**config.mk**
```make
export PLATFORM = sky130hd
export DESIGN_NAME = mdio_frame_ctrl
export DESIGN_NICKNAME = d
export VERILOG_FILES = /design/src/rtl/mdio_frame_pkg.sv /design/src/rtl/mdio_clkgen.sv /design/src/rtl/mdio_shifter.sv /design/src/rtl/mdio_frame_ctrl.sv
export SDC_FILE = /design/constraint.sdc
export NUM_CORES = 1
export LEC_CHECK = 0
export ABC_AREA = 1
export BUFFER_PORTS_ARGS = -buffer_cell sky130_fd_sc_hd__buf_4
export CAP_MARGIN = 20
export CELL_PAD_IN_SITES_DETAIL_PLACEMENT = 1
export CELL_PAD_IN_SITES_GLOBAL_PLACEMENT = 2
export CORE_UTILIZATION = 31
export DETAILED_ROUTE_END_ITERATION = 8
export PLACE_DENSITY = 0.85
export REMOVE_ABC_BUFFERS = 1
export SLEW_MARGIN = 20
export SYNTH_ARGS = -nofsm -noshare
export SYNTH_HDL_FRONTEND = slang
export SYNTH_SLANG_ARGS = --single-unit
```
**constraint.sdc**
```tcl
create_clock -name clk -period 2.6 [get_ports clk]
set_clock_uncertainty 0.05 [all_clocks]
set_input_delay 0.52 -clock clk [delete_from_list [all_inputs] [get_ports clk]]
set_output_delay 0.52 -clock clk [all_outputs]
set_load 0.01 [all_outputs]
```
**src/rtl/mdio_frame_pkg.sv**
```systemverilog
package mdio_frame_pkg;
  localparam int unsigned CMD_W   = 32;
  localparam int unsigned DAT_W   = 16;
  localparam int unsigned EVT_BIT = 23;
  localparam logic [1:0]  OP_READ = 2'b10;
endpackage

```
**src/rtl/mdio_clkgen.sv**
```systemverilog
module mdio_clkgen #(
  parameter int unsigned DIV_W = 6
) (
  input  logic             clk,
  input  logic             rst_n,
  input  logic             run,
  input  logic [DIV_W-1:0] div,
  output logic             mdc,
  output logic             rise_tk,
  output logic             fall_tk
);
  logic [DIV_W-1:0] cnt_q, cnt_d;
  logic             mdc_q, mdc_d;
  logic             term;

  always_comb begin
    term  = run && (div != '0) && (cnt_q >= div - 1'b1);
    cnt_d = cnt_q;
    mdc_d = mdc_q;
    if (!run) begin
      cnt_d = '0;
      mdc_d = 1'b0;
    end else if (div != '0) begin
      if (term) begin
        cnt_d = '0;
        mdc_d = ~mdc_q;
      end else begin
        cnt_d = cnt_q + 1'b1;
      end
    end
  end

  always_ff @(posedge clk or negedge rst_n) begin
    if (!rst_n) begin
      cnt_q <= '0;
      mdc_q <= 1'b0;
    end else begin
      cnt_q <= cnt_d;
      mdc_q <= mdc_d;
    end
  end

  assign mdc     = mdc_q;
  assign rise_tk = term & ~mdc_q;
  assign fall_tk = term &  mdc_q;
endmodule

```
**src/rtl/mdio_shifter.sv**
```systemverilog
module mdio_shifter
  import mdio_frame_pkg::*;
#(
  parameter int unsigned PRE_LEN = 32
) (
  input  logic             clk,
  input  logic             rst_n,
  input  logic             start,
  input  logic [CMD_W-1:0] cmd,
  input  logic             rise_tk,
  input  logic             fall_tk,
  input  logic             mdio_i,
  output logic             busy,
  output logic             done,
  output logic             is_rd,
  output logic [DAT_W-1:0] rd_data,
  output logic             mdio_o,
  output logic             mdio_oe
);
  localparam int unsigned TOT     = PRE_LEN + CMD_W;
  localparam int unsigned IDX_W   = $clog2(TOT);
  localparam int unsigned REL_IDX = PRE_LEN + CMD_W - DAT_W - 1;
  localparam int unsigned DAT_IDX = PRE_LEN + CMD_W - DAT_W;
  localparam int unsigned LAST    = TOT - 1;

  logic [TOT-1:0]   sh_q, sh_d;
  logic [IDX_W-1:0] idx_q, idx_d;
  logic             busy_q, busy_d;
  logic             rd_q, rd_d;
  logic [DAT_W-1:0] rx_q, rx_d;

  always_comb begin
    sh_d   = sh_q;
    idx_d  = idx_q;
    busy_d = busy_q;
    rd_d   = rd_q;
    rx_d   = rx_q;
    done   = busy_q && fall_tk && (idx_q == IDX_W'(LAST));
    if (start && !busy_q) begin
      sh_d   = {{PRE_LEN{1'b1}}, cmd};
      idx_d  = '0;
      busy_d = 1'b1;
      rd_d   = (cmd[29:28] == OP_READ);
      rx_d   = '0;
    end else if (busy_q) begin
      if (rise_tk && rd_q && (idx_q >= IDX_W'(DAT_IDX)))
        rx_d = {rx_q[DAT_W-2:0], mdio_i};
      if (fall_tk) begin
        if (done) begin
          busy_d = 1'b0;
        end else begin
          idx_d = idx_q + 1'b1;
          sh_d  = {sh_q[TOT-2:0], 1'b1};
        end
      end
    end
  end

  always_ff @(posedge clk or negedge rst_n) begin
    if (!rst_n) begin
      sh_q   <= '0;
      idx_q  <= '0;
      busy_q <= 1'b0;
      rd_q   <= 1'b0;
      rx_q   <= '0;
    end else begin
      sh_q   <= sh_d;
      idx_q  <= idx_d;
      busy_q <= busy_d;
      rd_q   <= rd_d;
      rx_q   <= rx_d;
    end
  end

  assign busy    = busy_q;
  assign is_rd   = rd_q;
  assign rd_data = rx_q;
  assign mdio_o  = busy_q ? sh_q[TOT-1] : 1'b1;
  assign mdio_oe = busy_q && !(rd_q && (idx_q >= IDX_W'(REL_IDX)));
endmodule

```
**src/rtl/mdio_frame_ctrl.sv**
```systemverilog
module mdio_frame_ctrl
  import mdio_frame_pkg::*;
#(
  parameter int unsigned DIV_W   = 6,
  parameter int unsigned PRE_LEN = 32
) (
  input  logic        clk,
  input  logic        rst_n,
  input  logic        mii_en,
  input  logic        cmd_wr,
  input  logic [31:0] cmd_wdata,
  input  logic        spd_wr,
  input  logic [31:0] spd_wdata,
  input  logic        evt_clr_wr,
  input  logic [31:0] evt_clr_data,
  output logic [31:0] data_rd,
  output logic [31:0] evt_word,
  output logic        busy,
  output logic        mdc,
  output logic        mdio_o,
  output logic        mdio_oe,
  input  logic        mdio_i
);
  logic [CMD_W-1:0] data_q, data_d;
  logic             evt_q, evt_d;
  logic [DIV_W-1:0] spd_q, spd_d;
  logic             accept, done, is_rd, rise_tk, fall_tk;
  logic [DAT_W-1:0] rd_data;

  assign accept = cmd_wr && mii_en && !busy;

  mdio_clkgen #(.DIV_W(DIV_W)) u_clk (
    .clk(clk), .rst_n(rst_n), .run(busy), .div(spd_q),
    .mdc(mdc), .rise_tk(rise_tk), .fall_tk(fall_tk)
  );

  mdio_shifter #(.PRE_LEN(PRE_LEN)) u_sh (
    .clk(clk), .rst_n(rst_n), .start(accept), .cmd(cmd_wdata),
    .rise_tk(rise_tk), .fall_tk(fall_tk), .mdio_i(mdio_i),
    .busy(busy), .done(done), .is_rd(is_rd), .rd_data(rd_data),
    .mdio_o(mdio_o), .mdio_oe(mdio_oe)
  );

  always_comb begin
    data_d = data_q;
    if (accept)
      data_d = cmd_wdata;
    else if (done && is_rd)
      data_d = {data_q[CMD_W-1:DAT_W], rd_data};
    evt_d = done || (evt_q && !(evt_clr_wr && evt_clr_data[EVT_BIT]));
    spd_d = spd_wr ? spd_wdata[DIV_W:1] : spd_q;
  end

  always_ff @(posedge clk or negedge rst_n) begin
    if (!rst_n) begin
      data_q <= '0;
      evt_q  <= 1'b0;
      spd_q  <= '0;
    end else begin
      data_q <= data_d;
      evt_q  <= evt_d;
      spd_q  <= spd_d;
    end
  end

  assign data_rd  = data_q;
  assign evt_word = 32'(evt_q) << EVT_BIT;
endmodule

```
---- Yosys cells after proc, flatten, opt, wreduce, memory -nomap -nowiden ----
Index checks and enable logic that the tools add are counted.
cells by class
  bitwise logic cells ..................... 3
  reductions and logical operators ........ 26
  muxes and demuxes ....................... 24
  equal/unequal tests ..................... 5
  $lt $le $gt $ge ......................... 3
  add/sub/neg operators ................... 3
operators with widths
  operator               number
  $mux W64               4
  $mux W16               4
  $mux W6                7
  $mux W32               1
  $logic_and A1 B1 Y1    14
  $add A6 B1 Y6 const B  2
  $ge A6 B6 Y1 const B   2
  $mux W1                8
  $reduce_bool A2 Y1     4
  $eq A6 B6 Y1 const B   1
  $ge A6 B6 Y1           1
  $reduce_bool A6 Y1     1
  $sub A6 B1 Y6 const B  1
  $ne A2 B2 Y1 const B   2
  $reduce_and A2 Y1      2
  $logic_not A1 Y1       3
  $reduce_and A3 Y1      1
  $and A1 B1 Y1          2
  $eq A2 B2 Y1 const B   1
  $ne A2 B1 Y1 const B   1
  $logic_or A1 B1 Y1     1
  $not A1 Y1             1
storage, ports and cells
  register bits after elaboration ......... 134
  word-level logic and storage cells ...... 75
  output and inout bits ................... 68
  input port bits ......................... 103

---- Depth between registers and ports, before layout ----
  depth in word-level cells ............... 10
  gate-level depth with buffers ........... 16
  depth with buffers taken out ............ 15

---- By module ----
Synthesis repeated with hierarchy kept, for this count alone.
second synthesis, totals
  cell total of the unflattened synthesis .. 824
  area, all modules ....................... 6687.7 um^2
modules (own cells, without submodules)
  module           sequential area each (um^2)  times used  cells an instance  area each (um^2)
  mdio_shifter     2202.1                       1           457                3844.9
  mdio_frame_ctrl  975.9                        1           271                2164.6
  mdio_clkgen      175.2                        1           96                 678.2

---- Worst setup path after synthesis ----
No wires, ideal clock.
  path kind ............................... register -> register
  from .................................... register spd_q[0]
  to ...................................... register data_q[5] (netlist: data_rd[5])
  required time ........................... 2.433 ns
  arrival ................................. 2.151 ns
  buffers on the path ..................... 1
  library setup time ...................... 0.117 ns
  stages on the path, launching flop included .. 17
  period minus slack after synthesis ...... 2.318 ns
  setup slack ............................. 0.282 ns
  path through ............................ dfrtp_1 > inv_1 > nand3_1 > nor3_1 > xor2_1 > inv_1 > ha_1 > nand2_1 > nor2_1 > nand2_2 > nand2_2 > nand3_2 > nor2_2 > nand2_2 > buf_6 > nand3_1 > nand2_1
between the ends
  word-level cells in the longest chain between the ends .. 8
  elaborated cells between the ends (all ways) .. 10
  classes of those cells .................. add/sub (1); order compare (1); bitwise (1); reduce/logical (7)
RTL lines
  item                                                        line                   RTL
  from (decl)                                                 mdio_frame_ctrl.sv:26  logic [DIV_W-1:0] spd_q, spd_d;
  from (signal assigned)                                      mdio_frame_ctrl.sv:62  spd_q <= spd_d;
  $sub A6 B1 Y6 / $reduce_bool A6 Y1 (equally long branches)  mdio_clkgen.sv:17      term = run && (div != '0) && (cnt_q >= div - 1'b1);
  $ge A6 B6 Y1 / $logic_and A1 B1 Y1 (equally long branches)  mdio_clkgen.sv:17
  $logic_and A1 B1 Y1 (*)                                     mdio_clkgen.sv:17
  $and A1 B1 Y1 (*)                                           mdio_clkgen.sv:45      assign fall_tk = term & mdc_q;
  $logic_and A1 B1 Y1 (*) (2 in a row)                        mdio_shifter.sv:38     done = busy_q && fall_tk && (idx_q == IDX_W'(LAST));
  $logic_and A1 B1 Y1 (*)                                     mdio_frame_ctrl.sv:48  else if (done && is_rd)
  $reduce_bool A2 Y1 (no source line) (*)                     --
  to (signal assigned)                                        mdio_frame_ctrl.sv:60  data_q <= data_d;
  to (decl)                                                   mdio_frame_ctrl.sv:24  logic [CMD_W-1:0] data_q, data_d;
Mark *: on every way between the ends. The rest lies on a longest branch, timed or not.
A chain may end at the register's enable or synchronous reset.

---- Final worst setup path ----
  from .................................... register spd_q[2]
  to ...................................... register u_sh.sh_q[48]
between the ends
  word-level cells in the longest chain between the ends .. 8
  elaborated cells between the ends (all ways) .. 11
  classes of those cells .................. add/sub (1); order compare (1); eq/ne (1); bitwise (1); reduce/logical (7)
RTL lines
  item                                                        line                RTL
  $sub A6 B1 Y6 / $reduce_bool A6 Y1 (equally long branches)  mdio_clkgen.sv:17
  $ge A6 B6 Y1 / $logic_and A1 B1 Y1 (equally long branches)  mdio_clkgen.sv:17
  $logic_and A1 B1 Y1 (*)                                     mdio_clkgen.sv:17
  $and A1 B1 Y1 (*)                                           mdio_clkgen.sv:45
  $logic_and A1 B1 Y1 (2 in a row)                            mdio_shifter.sv:38
  $ne A2 B1 Y1 (no source line)                               --
  $reduce_and A3 Y1 (no source line) (*)                      --
  to (signal assigned)                                        mdio_shifter.sv:61  sh_q <= '0;
  to (signal assigned)                                        mdio_shifter.sv:67  sh_q <= sh_d;
  to (decl)                                                   mdio_shifter.sv:26  logic [TOT-1:0] sh_q, sh_d;
Marks and branches as above.

==> impl_metrics.ini <==
[run_status]
run_status = finished, final reports clean

[worst_setup_path]
critPathKind = reg2reg
path_max_fanout = 7
crit_chain = buf_4 > nor2_2 > nand2_1 > xor2_1 > inv_1 > ha_1 > nand2_4 > inv_2 > a21oi_4 > nand2_4 > nand3_4 > nand2_8 > buf_12 > clkbuf_16 > a21oi_2 > nor2_1
cp-start-kind = flip-flop
worst-r2r-setup-slack_ns = 0.08
slowest_delay_ns = 0.39
required_ns = 2.86
end_kind = flip-flop
cpMaxStageDelayCell = dfrtp_1
path_common_cell = nand2_4
cp.arrival_ns = 2.78

[placed_design]
gp_congestion = 0.760
dp.cells = 1126
dpl.hpwl_mm = 11.1
dp_slack_ns = -0.103
numPortBuffers = 82

[detailed_routing]
vias = 5486
first_iter_violations = 195
drt_wl_total_mm = 17.8
drc_errors = 0
drt-pass1-iter-count = 4
via_per_inst = 4.68
wl_per_cell_um = 15.2
postRouteAntennaNets = 0

[cts]
cts.path.max_buffers = 2
root_buffer = clkbuf_16
numCtsBuffers = 17
cts_tree = built
cts.sinks = 134
htree_levels = 4
clk_pin_slew_ns = 0.06
clk_latency_ns = 0.42

[power_and_ir_drop]
cellPowerDensity_nw_per_um2 = 840
max-vdd-ir-drop_mv = 0.458
p_leak_nw = 4.42

[yosys]
ys_ff_latch = 134
syn_inst = 787
synth-async-reset-ratio_pct = 100
yosys_warnings = 0
netlist_area_um2 = 6630
synth.avg_cell_area_um2 = 8.43
yosysTopAreaCellShare_pct = 50.5
yosys.area.top_type = dfrtp_1
ys_seq_area_share_pct = 50.5
synth-main-ff-cell = dfrtp_1
yosysUniqueCellTypes = 35
synth_edf_count = 0
synth_area_leaders = dfrtp_1, nand2_1, nand3_1

[sta]
setup_viol = 0
min_period_ns = 2.52
drv_slew = 0
worst_slack_ns = 0.0845
min_period_over_period_pct = 96.7
rsz0062_at_grt = yes
final_hold_viol_count = 0
fmax_mhz = 398

[layout]
drive_above_1_share_pct = 24.6
n_fill_cell = 2466
diodes = 0
finalNetCount = 997
stdcell_count = 1172
area_growth_pct = 29.8
final_common_cell = nand2_1
final_cell_mix = nand2_1, dfrtp_1, nand3_1

[die]
ios = 171
die_w_um = 148
fp.dieH_um = 148
dieArea_um2 = 22000
row_count = 53
start_util_pct = 31.6
core_area_um2 = 21000

[grt]
grt_overflow = 0
grt_pass1_wl_mm = 28.8
first_global_vias = 5631
grt_start_max_net_pins = 90
antenna_found_initial = 0
grt.total_usage_pct = 16.6

[min_path]
hp-class = in2reg

[flow_run]
max_cap_viol_count = 0
-- metal layers --
metal	up-vias	track usage, %	wire length [um]
li1	2655	-	-
met1	2723	21.1	8090
met2	91	28.0	8910
met3	17	3.62	575
met4	0	4.95	243
met5	-	0	0
-- cell usage after synthesis (10+ instances only) --
master	n
buf_2	18
o21ai_1	14
buf_4	39
nor2_1	80
dfrtp_1	134
nand2_1	230
nand3_1	102
a21oi_2	20
inv_1	37
ha_1	10
a21oi_1	16
o21ai_0	23
-- registers in the layout, summed over array words and instances, names as in the netlist --
name / flops
evt_q: 1
u_clk.mdc: 1
data_rd: 32
u_sh.rd_data: 16
u_sh.sh_q: 64
u_clk.cnt_q: 6
u_sh.busy: 1
spd_q: 6
u_sh.is_rd: 1
u_sh.idx_q: 6
-- stage by stage --
stage                     total power (W)  area, um^2  utilization (%)  hold slack [ns]  TNS, ns
final                             0.00723        8610             41.0            0.247        0
after detailed placement          0.00428        7590             36.1            0.411    -4.16
after floorplan                   0.00369        6240                -            0.174   -62.03
after global placement            0.00420        7590             36.1            0.406        0
after global routing              0.00764        8610             41.0            0.259    -1.60
after CTS                         0.00696        8280             39.4            0.244        0
-- kinds of logic (layout without fill, tap and decap cells) --
family                     Yosys count  count (layout)  synth area share (%)
adders and majority gates           10              10                  1.89
AOI/OAI and AO/OA                   81              81                  7.94
and+or+nand+nor                    435             435                  28.2
xor gates and xnor gates             9               9                  1.19
DFF                                134             134                  50.5
buffers and inverters              115             195                  9.85
other                                1              31                0.0565
muxes                                2               2                 0.339
-- power breakdown --
group	switching, W	leakage [nW]	internal, W
Clock	0.000943	0.309	0.00165
Sequential	0.000334	1.58	0.00249
Combinational	0.000968	2.54	0.000849
Total	0.00224	4.42	0.00499
-- layout make-up --
cell class / count / area, um^2 / share of cell area (%)
flip-flops and latches: 134 / 3350 / 38.9
multi-input cells: 568 / 2880 / 33.5
repair buffers: 123 / 1250 / 14.5
clock buffers: 19 / 453 / 5.26
well taps: 275 / 344 / 4.00
inverters: 40 / 150 / 1.74
clock inverters: 13 / 178 / 2.06
-- worst max-delay path: cells and delay by family, from the launching register on --
family	cells	cell delay [ns]
xor+xnor	1	0.13
fa+ha+maj	1	0.30
flops	1	0.39
buf+inv	5	0.59
compound gates	2	0.28
simple gates	7	0.64
-- path summary, 6_finish.rpt --
check	start	endpoint	depth (start not counted)
setup / recovery	spd_q[2]	u_sh.sh_q[48]	16
hold / removal	mdio_i	u_sh.rd_data[0]	3
setup reg to reg	spd_q[2]	u_sh.sh_q[48]	16
hold reg to reg	data_rd[31]	data_rd[31]	2
max in group asynchronous	rst_n	u_sh.sh_q[13]	3
min in group asynchronous	rst_n	evt_q	2
-- what timing repair did --
action / in CTS / in global routing
gates resized for setup: 9 / 29
hold buffers: 1 / 0
setup endpoints to repair: 84 / 104
hold endpoints to repair: 33 / 0
buffers inserted: 0 / 7
pin swaps: 3 / 8
cloned: 0 / 6
Note: power is estimated with default switching activity, not from simulation.
